## src/rtl/oswz_pkg.sv

```systemverilog
package oswz_pkg;
  localparam int FP_W     = 32;
  localparam int NUM_COMP = 4;
  localparam int SEL_W    = $clog2(NUM_COMP);

  typedef enum logic [SEL_W-1:0] {
    COMP_X = 2'd0,
    COMP_Y = 2'd1,
    COMP_Z = 2'd2,
    COMP_W = 2'd3
  } comp_sel_e;

  typedef struct packed {
    logic abs_mag;
    logic flip_sgn;
  } sign_mod_t;
endpackage

```

## src/rtl/oswz_lane_mux.sv

```systemverilog
module oswz_lane_mux #(
  parameter int W  = oswz_pkg::FP_W,
  parameter int NC = oswz_pkg::NUM_COMP,
  parameter int SW = oswz_pkg::SEL_W
) (
  input  logic [NC*W-1:0] src,
  input  logic [SW-1:0]   sel,
  output logic [W-1:0]    lane
);
  always_comb begin
    lane = '0;
    for (int c = 0; c < NC; c++) begin
      if (int'(sel) == c) lane = src[c*W +: W];
    end
  end
endmodule

```

## src/rtl/oswz_sign_mod.sv

```systemverilog
module oswz_sign_mod #(
  parameter int W = oswz_pkg::FP_W
) (
  input  logic [W-1:0]         din,
  input  oswz_pkg::sign_mod_t  mode,
  output logic [W-1:0]         dout
);
  logic mag_sign;

  // magnitude first, then sign flip
  always_comb begin
    mag_sign = mode.abs_mag ? 1'b0 : din[W-1];
    dout     = {mag_sign ^ mode.flip_sgn, din[W-2:0]};
  end
endmodule

```

## src/rtl/oswz_out_stage.sv

```systemverilog
module oswz_out_stage #(
  parameter int DW  = 128,
  parameter bit REG = 1'b1
) (
  input  logic          clk,
  input  logic          rst,
  input  logic          en,
  input  logic [DW-1:0] d,
  output logic [DW-1:0] q
);
  generate
    if (REG) begin : g_reg
      logic [DW-1:0] q_r;
      always_ff @(posedge clk) begin
        if (rst)     q_r <= '0;
        else if (en) q_r <= d;
      end
      assign q = q_r;
    end else begin : g_pass
      assign q = d;
    end
  endgenerate
endmodule

```

## src/rtl/oswz_unit.sv

```systemverilog
module oswz_unit #(
  parameter int W       = oswz_pkg::FP_W,
  parameter int NC      = oswz_pkg::NUM_COMP,
  parameter bit OUT_REG = 1'b1,
  localparam int SW     = oswz_pkg::SEL_W,
  localparam int VW     = NC * W
) (
  input  logic            clk,
  input  logic            rst,
  input  logic            en,
  input  logic [VW-1:0]   src_vec,
  input  logic [NC*SW-1:0] swz_sel,
  input  logic            abs_en,
  input  logic            neg_en,
  output logic [VW-1:0]   res_vec
);
  oswz_pkg::sign_mod_t mode;
  logic [VW-1:0] swz_vec;
  logic [VW-1:0] mod_vec;

  assign mode.abs_mag  = abs_en;
  assign mode.flip_sgn = neg_en;

  generate
    for (genvar i = 0; i < NC; i++) begin : g_lane
      oswz_lane_mux #(.W(W), .NC(NC), .SW(SW)) u_mux (
        .src  (src_vec),
        .sel  (swz_sel[i*SW +: SW]),
        .lane (swz_vec[i*W +: W])
      );
      oswz_sign_mod #(.W(W)) u_sgn (
        .din  (swz_vec[i*W +: W]),
        .mode (mode),
        .dout (mod_vec[i*W +: W])
      );
    end
  endgenerate

  oswz_out_stage #(.DW(VW), .REG(OUT_REG)) u_out (
    .clk (clk),
    .rst (rst),
    .en  (en),
    .d   (mod_vec),
    .q   (res_vec)
  );
endmodule

```

## config.mk

```make
export PLATFORM = sky130hd
export DESIGN_NAME = oswz_unit
export DESIGN_NICKNAME = d
export VERILOG_FILES = /design/src/rtl/oswz_pkg.sv /design/src/rtl/oswz_lane_mux.sv /design/src/rtl/oswz_sign_mod.sv /design/src/rtl/oswz_out_stage.sv /design/src/rtl/oswz_unit.sv
export SDC_FILE = /design/constraint.sdc
export NUM_CORES = 1
export LEC_CHECK = 0
export BUFFER_PORTS_ARGS = -buffer_cell sky130_fd_sc_hd__buf_4
export CAP_MARGIN = 20
export CORE_ASPECT_RATIO = 0.6
export CORE_UTILIZATION = 35
export DETAILED_ROUTE_END_ITERATION = 10
export SETUP_SLACK_MARGIN = 0.1
export SLEW_MARGIN = 20
export SYNTH_ARGS = -nofsm -noshare
export SYNTH_HDL_FRONTEND = slang
export SYNTH_SLANG_ARGS = --single-unit
```

## constraint.sdc

```tcl
create_clock -name clk -period 2.1 [get_ports clk]
set_input_delay 0.21 -clock clk [delete_from_list [all_inputs] [get_ports clk]]
set_output_delay 0.21 -clock clk [all_outputs]
set_load 0.01 [all_outputs]
```

==> impl_metrics.yaml, run 1 <==
status:
  status: "finished, final reports clean"
cts:
  htree_levels: 4
  ctsResizeCount: 0
  cts_root_buffer: "clkbuf_16"
  cts_hold_buf: 0
  cts_tree: "done"
  cts_buffers: 17
  cts_setup_buffers: 0
  path_clk_slew_ns: 0.06
  clockBufferDepth: 2
  clk_latency_ns: 0.42
  cts_sinks: 128
global_routing:
  antenna_found_initial: 0
  grt_first_pass_wirelength_um: 37600
  grt_pass1_vias: 6031
  overflow: 0
  grt_usage: 0.219
  grt_start_max_net_pins: 96
yosys:
  netlist_top_cells_area: "mux4_2, dfxtp_1, mux2i_1"
  yosysSeqAreaShare: 0.326
  syn_area_per_cell_um2: 13.2
  syn_area_um2: 7860
  synth.net_count: 737
  synth_seq_cells: 128
  syn-instance-count: 596
  yosysWarningCount: 0
  synth_cell_type_count: 24
  synth_top_area_share: 0.347
  yosys.area.top_type: "mux4_2"
cells_and_area:
  fin_nets: 972
  syn_to_final_growth_pct: 33.8
  final_layout_size_suffix_gt1_frac: 0.514
  largest_reg_flops: 128
  n_fill_cell: 1998
  antennaDiodeCount: 0
floorplan:
  pin_count: 269
  fp-row-count: 42
  core-area_um2: 22000
  die-area_um2: 23100
  start_util: 0.357
  die_x_um: 195
  die_h_um: 118
timing:
  timing.final.hold_violations: 0
  drv_slew: 0
  skew_ns: 0
  worst_pin_slew_ns: 0.604
  finalSetupViolCount: 0
  max_freq_mhz: 826
  final.min_clock_period_ns: 1.21
  relSlewSlack: 0.597
  rsz0062_at_grt: "no"
  fin_crit_sh: 0.576
  tns_ns: 0
setup_path:
  max_stage_delay_ns: 0.42
  critical_path_arrival_ns: 1.00
  worst_setup_path_start_kind: "flop"
  reg2regPathDepth: 2
  cp_cell_sequence: "buf_4"
  end_kind: "output pin"
  cp_slowest_cell: "dfxtp_1"
  r2r_slack_ns: 1.34
  cp.buffers_inverters: 1
  crit_type: "flop to output pin"
  r2r-end: "u_out.q[63]$_SDFFE_PP0P_"
  crit_family: "flip-flops"
  required_ns: 1.89
  crit_fanout: 2
  r2r-start: "u_out.q[63]$_SDFFE_PP0P_"
hold_path:
  min_from: "en"
  whs_endpoint: "u_out.q[122]$_SDFFE_PP0P_"
  hold_depth: 3
  hold_class: "primary input to flop"
routing:
  finalWirelength_um: 25000
  vias_per_cell: 5.46
  drc: 0
  ant_nets: 0
  wl_per_cell_um: 22.1
  vias: 6171
  drtIter0Drc: 406
  dr.pass1.iters: 4
power:
  vdd_ir_drop_max_mv: 0.568
  p_leak_nw: 4.64
  powerDensity_nw_per_um2: 731
  totalPowerFinal_mw: 7.68
placed_design:
  port_buffers: 268
  place_congestion: 0.817
  hpwlAfterDp_um: 16500
run:
  drv_cap: 0
logic make-up (layout without fill, tap and decap cells):
| group | Yosys count | count (layout) | synth area share |
|---|---|---|---|
| buffers and inverters | 60 | 308 | 0.0623 |
| multiplexers | 256 | 256 | 0.526 |
| AO/OA/AOI/OAI | 12 | 12 | 0.0134 |
| flip-flops | 128 | 128 | 0.326 |
| AND/OR/NAND/NOR | 140 | 140 | 0.0721 |
metal layers:
layer  vias up  GRT usage  routed length [um]
met2       266      0.307               10600
met4         0     0.0561                 270
met1      3111      0.317               11600
met5         -          0                   0
li1       2774          -                   -
met3        20     0.0788                2480
cell usage in the layout (no fill, tap or decap), types with 4 or more instances in the layout:
master and n:
buf_4 268, dfxtp_1 128, nor2_1 127, mux2i_1 126, mux4_2 121, clkbuf_16 17, buf_12 7, mux2_2 6
nand2b_1 4, bufinv_16 4
where the power goes:
part / internal [mW] / leakage [nW] / switching [mW] / total, mW
Combinational: 0.985 / 3.28 / 0.779 / 1.76
Sequential: 2.62 / 1.06 / 0.119 / 2.74
Clock: 2.05 / 0.300 / 1.13 / 3.18
worst max path at each step:
stage | end | from | cells after the start | slack (ns)
finish | res_vec[91] | u_out.q[91]$_SDFFE_PP0P_ | 1 | 0.89
global route | res_vec[62] | u_out.q[62]$_SDFFE_PP0P_ | 1 | 0.88
CTS | res_vec[118] | u_out.q[118]$_SDFFE_PP0P_ | 1 | 0.88
detailed placement | u_out.q[33]$_SDFFE_PP0P_ | swz_sel[2] | 5 | 0.56
global placement | u_out.q[32]$_SDFFE_PP0P_ | swz_sel[2] | 5 | 0.57
floorplan | u_out.q[100]$_SDFFE_PP0P_ | swz_sel[6] | 5 | 0.84
cell type report:
class                           count  area, um2  share of cell area
Tap cell                          286        358              0.0340
Clock inverter                     10        159              0.0151
Multi-Input combinational cell    408       4800               0.457
Timing Repair Buffer              276       2160               0.206
Clock buffer                       22        464              0.0442
Sequential cell                   128       2560               0.244
Yosys cell counts:
master,n
a211o_1,1
a221o_1,3
a22oi_1,3
and3b_1,1
buf_12,12
buf_2,25
buf_4,2
buf_6,4
clkbuf_1,17
dfxtp_1,128
mux2_2,6
mux2i_1,126
mux4_1,3
mux4_2,121
nand2b_1,4
nand3b_1,1
nor2_1,127
nor2b_1,3
nor3b_1,2
o221a_1,1
o221ai_1,3
o22ai_1,1
or2_2,1
or3b_2,1
per-stage QoR:
step	std cells	hold slack (ns)	worst slack, ns	area, um2	utilization
2_1_floorplan	596	0.468	0.840	7860	-
3_3_place_gp	1098	0.474	0.567	9890	0.449
3_5_place_dp	1098	0.483	0.557	9890	0.449
4_1_cts	1130	0.109	0.884	10500	0.477
5_1_grt	1130	0.136	0.875	10500	0.477
6_report	1130	0.135	0.890	10500	0.477
Note: power is estimated with default switching activity, not from simulation.
==> inputs of run 2 (changes only) <==
Clock period 2.1 ns to 1.2 ns, I/O delays scaled along.
==> impl_metrics.yaml, run 2 (synthesis gave the netlist of run 1 again) <==
routing:
  vias_per_cell: 5.40
  highest_layer: "met4"
  wl_met3_um: 2650
  wl_met1_um: 12000
  finalWirelength_um: 25500
  vias: 6272
  wl_per_cell_um: 22.0
  wl_met2_um: 10700
  drc: 0
  dr.pass1.iters: 5
  ant_nets: 0
  drtIter0Drc: 467
floorplan:
  die_x_um: 195
  start_util: 0.357
  core-area_um2: 22000
  die-area_um2: 23100
  die_h_um: 118
  pin_count: 269
  fp-row-count: 42
global_routing:
  antenna_found_initial: 1
  grt_start_max_net_pins: 55
  grt_pass1_vias: 6215
  overflow: 0
  grt_first_pass_wirelength_um: 39000
  grt_usage: 0.226
setup_path:
  crit_fanout: 2
  end_kind: "output pin"
  max_stage_delay_ns: 0.37
  cp_cell_sequence: "buf_4"
  worst_setup_path_start_kind: "flop"
  crit_type: "flop to output pin"
  critical_path_arrival_ns: 0.95
  cp.buffers_inverters: 1
  required_ns: 1.08
  crit_family: "flip-flops"
  cp_slowest_cell: "dfxtp_1"
placed_design:
  port_buffers: 268
  dpl_cell_area_um2: 10400
  hpwlAfterDp_um: 19000
  place_congestion: 0.845
  dp.cells: 1130
cells_and_area:
  final_common_cell: "buf_4"
  syn_to_final_growth_pct: 39.7
  finish.instance_area_um2: 11000
  n_fill_cell: 1969
  final_layout_size_suffix_gt1_frac: 0.538
  mostFrequentLayoutCells: "buf_4, nor2_1, mux2i_1"
  largest_reg_flops: 128
  antennaDiodeCount: 0
  multi_input_area_um2: 4800
  final_core_util: 0.498
  fin_cells: 1161
  seqCellArea_um2: 2570
  fin_nets: 1005
timing:
  worst_pin_slew_ns: 0.353
  max_freq_mhz: 939
  finalSetupViolCount: 0
  fin_crit_sh: 0.888
  final.min_clock_period_ns: 1.07
  relSlewSlack: 0.764
  tns_ns: 0
  drv_slew: 0
  timing.final.hold_violations: 0
  rsz0062_at_grt: "no"
  skew_ns: 0
power:
  p_switching_mw: 3.58
  vdd_ir_drop_max_mv: 0.948
  p_sw_frac: 0.270
  p_leak_nw: 4.87
  pwr-share-clk: 0.388
  p_comb_frac: 0.249
  powerDensity_nw_per_um2: 1210
  internal_power_mw: 9.67
  totalPowerFinal_mw: 13.2
  pwr-share-seq: 0.363
cts:
  htree_levels: 4
  clockBufferDepth: 2
  cts_tree: "done"
  cts_root_buffer: "clkbuf_16"
  clk_latency_ns: 0.43
  cts_buffers: 17
  path_clk_slew_ns: 0.06
  cts_sinks: 128
run:
  drv_cap: 0
hold_path:
  hold_class: "primary input to flop"
status:
  status: "finished, final reports clean"
run 2: final cells by class:
class / count / area share
Clock buffer: 24 / 0.0439
Clock inverter: 6 / 0.00752
Multi-Input combinational cell: 408 / 0.438
Sequential cell: 128 / 0.234
Tap cell: 286 / 0.0326
Timing Repair Buffer: 309 / 0.244
run 2: worst reg2reg max path: stages (launching register included):
cell and delay, ns:
dfxtp_1 0.32, nor3b_1 0.13, a211o_1 0.25
run 2: power by group through the flow:
stage               clock network (mW)  logic (mW)  registers, mW
finish                            5.13        3.30           4.81
CTS                               5.25        3.32           4.81
global placement                     0        3.28           4.89
detailed placement                   0        3.31           4.88
global route                      5.42        3.54           4.84
floorplan                            0        1.69           4.99
run 2: metrics by stage:
step / worst slack [ns] / hold slack [ns]
2_1_floorplan: 0.0578 / 0.378
5_1_grt: 0.100 / 0.103
4_1_cts: 0.101 / 0.0756
3_5_place_dp: -0.137 / 0.447
3_3_place_gp: -0.111 / 0.444
6_report: 0.134 / 0.0998
run 2: worst paths after layout:
check	from	to	slack, ns	cells past startpoint
max	u_out.q[51]$_SDFFE_PP0P_	res_vec[51]	0.13	1
min	neg_en	u_out.q[95]$_SDFFE_PP0P_	0.1	3
max reg2reg	u_out.q[63]$_SDFFE_PP0P_	u_out.q[63]$_SDFFE_PP0P_	0.39	2
min reg2reg	u_out.q[26]$_SDFFE_PP0P_	u_out.q[26]$_SDFFE_PP0P_	0.49	2
run 2: metal layers:
layer,GRT usage,vias up
met5,0,-
met4,0.0507,0
met3,0.0837,18
met2,0.309,279
met1,0.335,3137
li1,-,2838
run 2: timing repair:
action                                 4_1_cts  5_1_grt
buffers inserted                             0        0
endpoints found under the hold margin        1        0
hold buffers                                 1        0
setup endpoints to repair                    6        2
gates resized for setup                      6        2
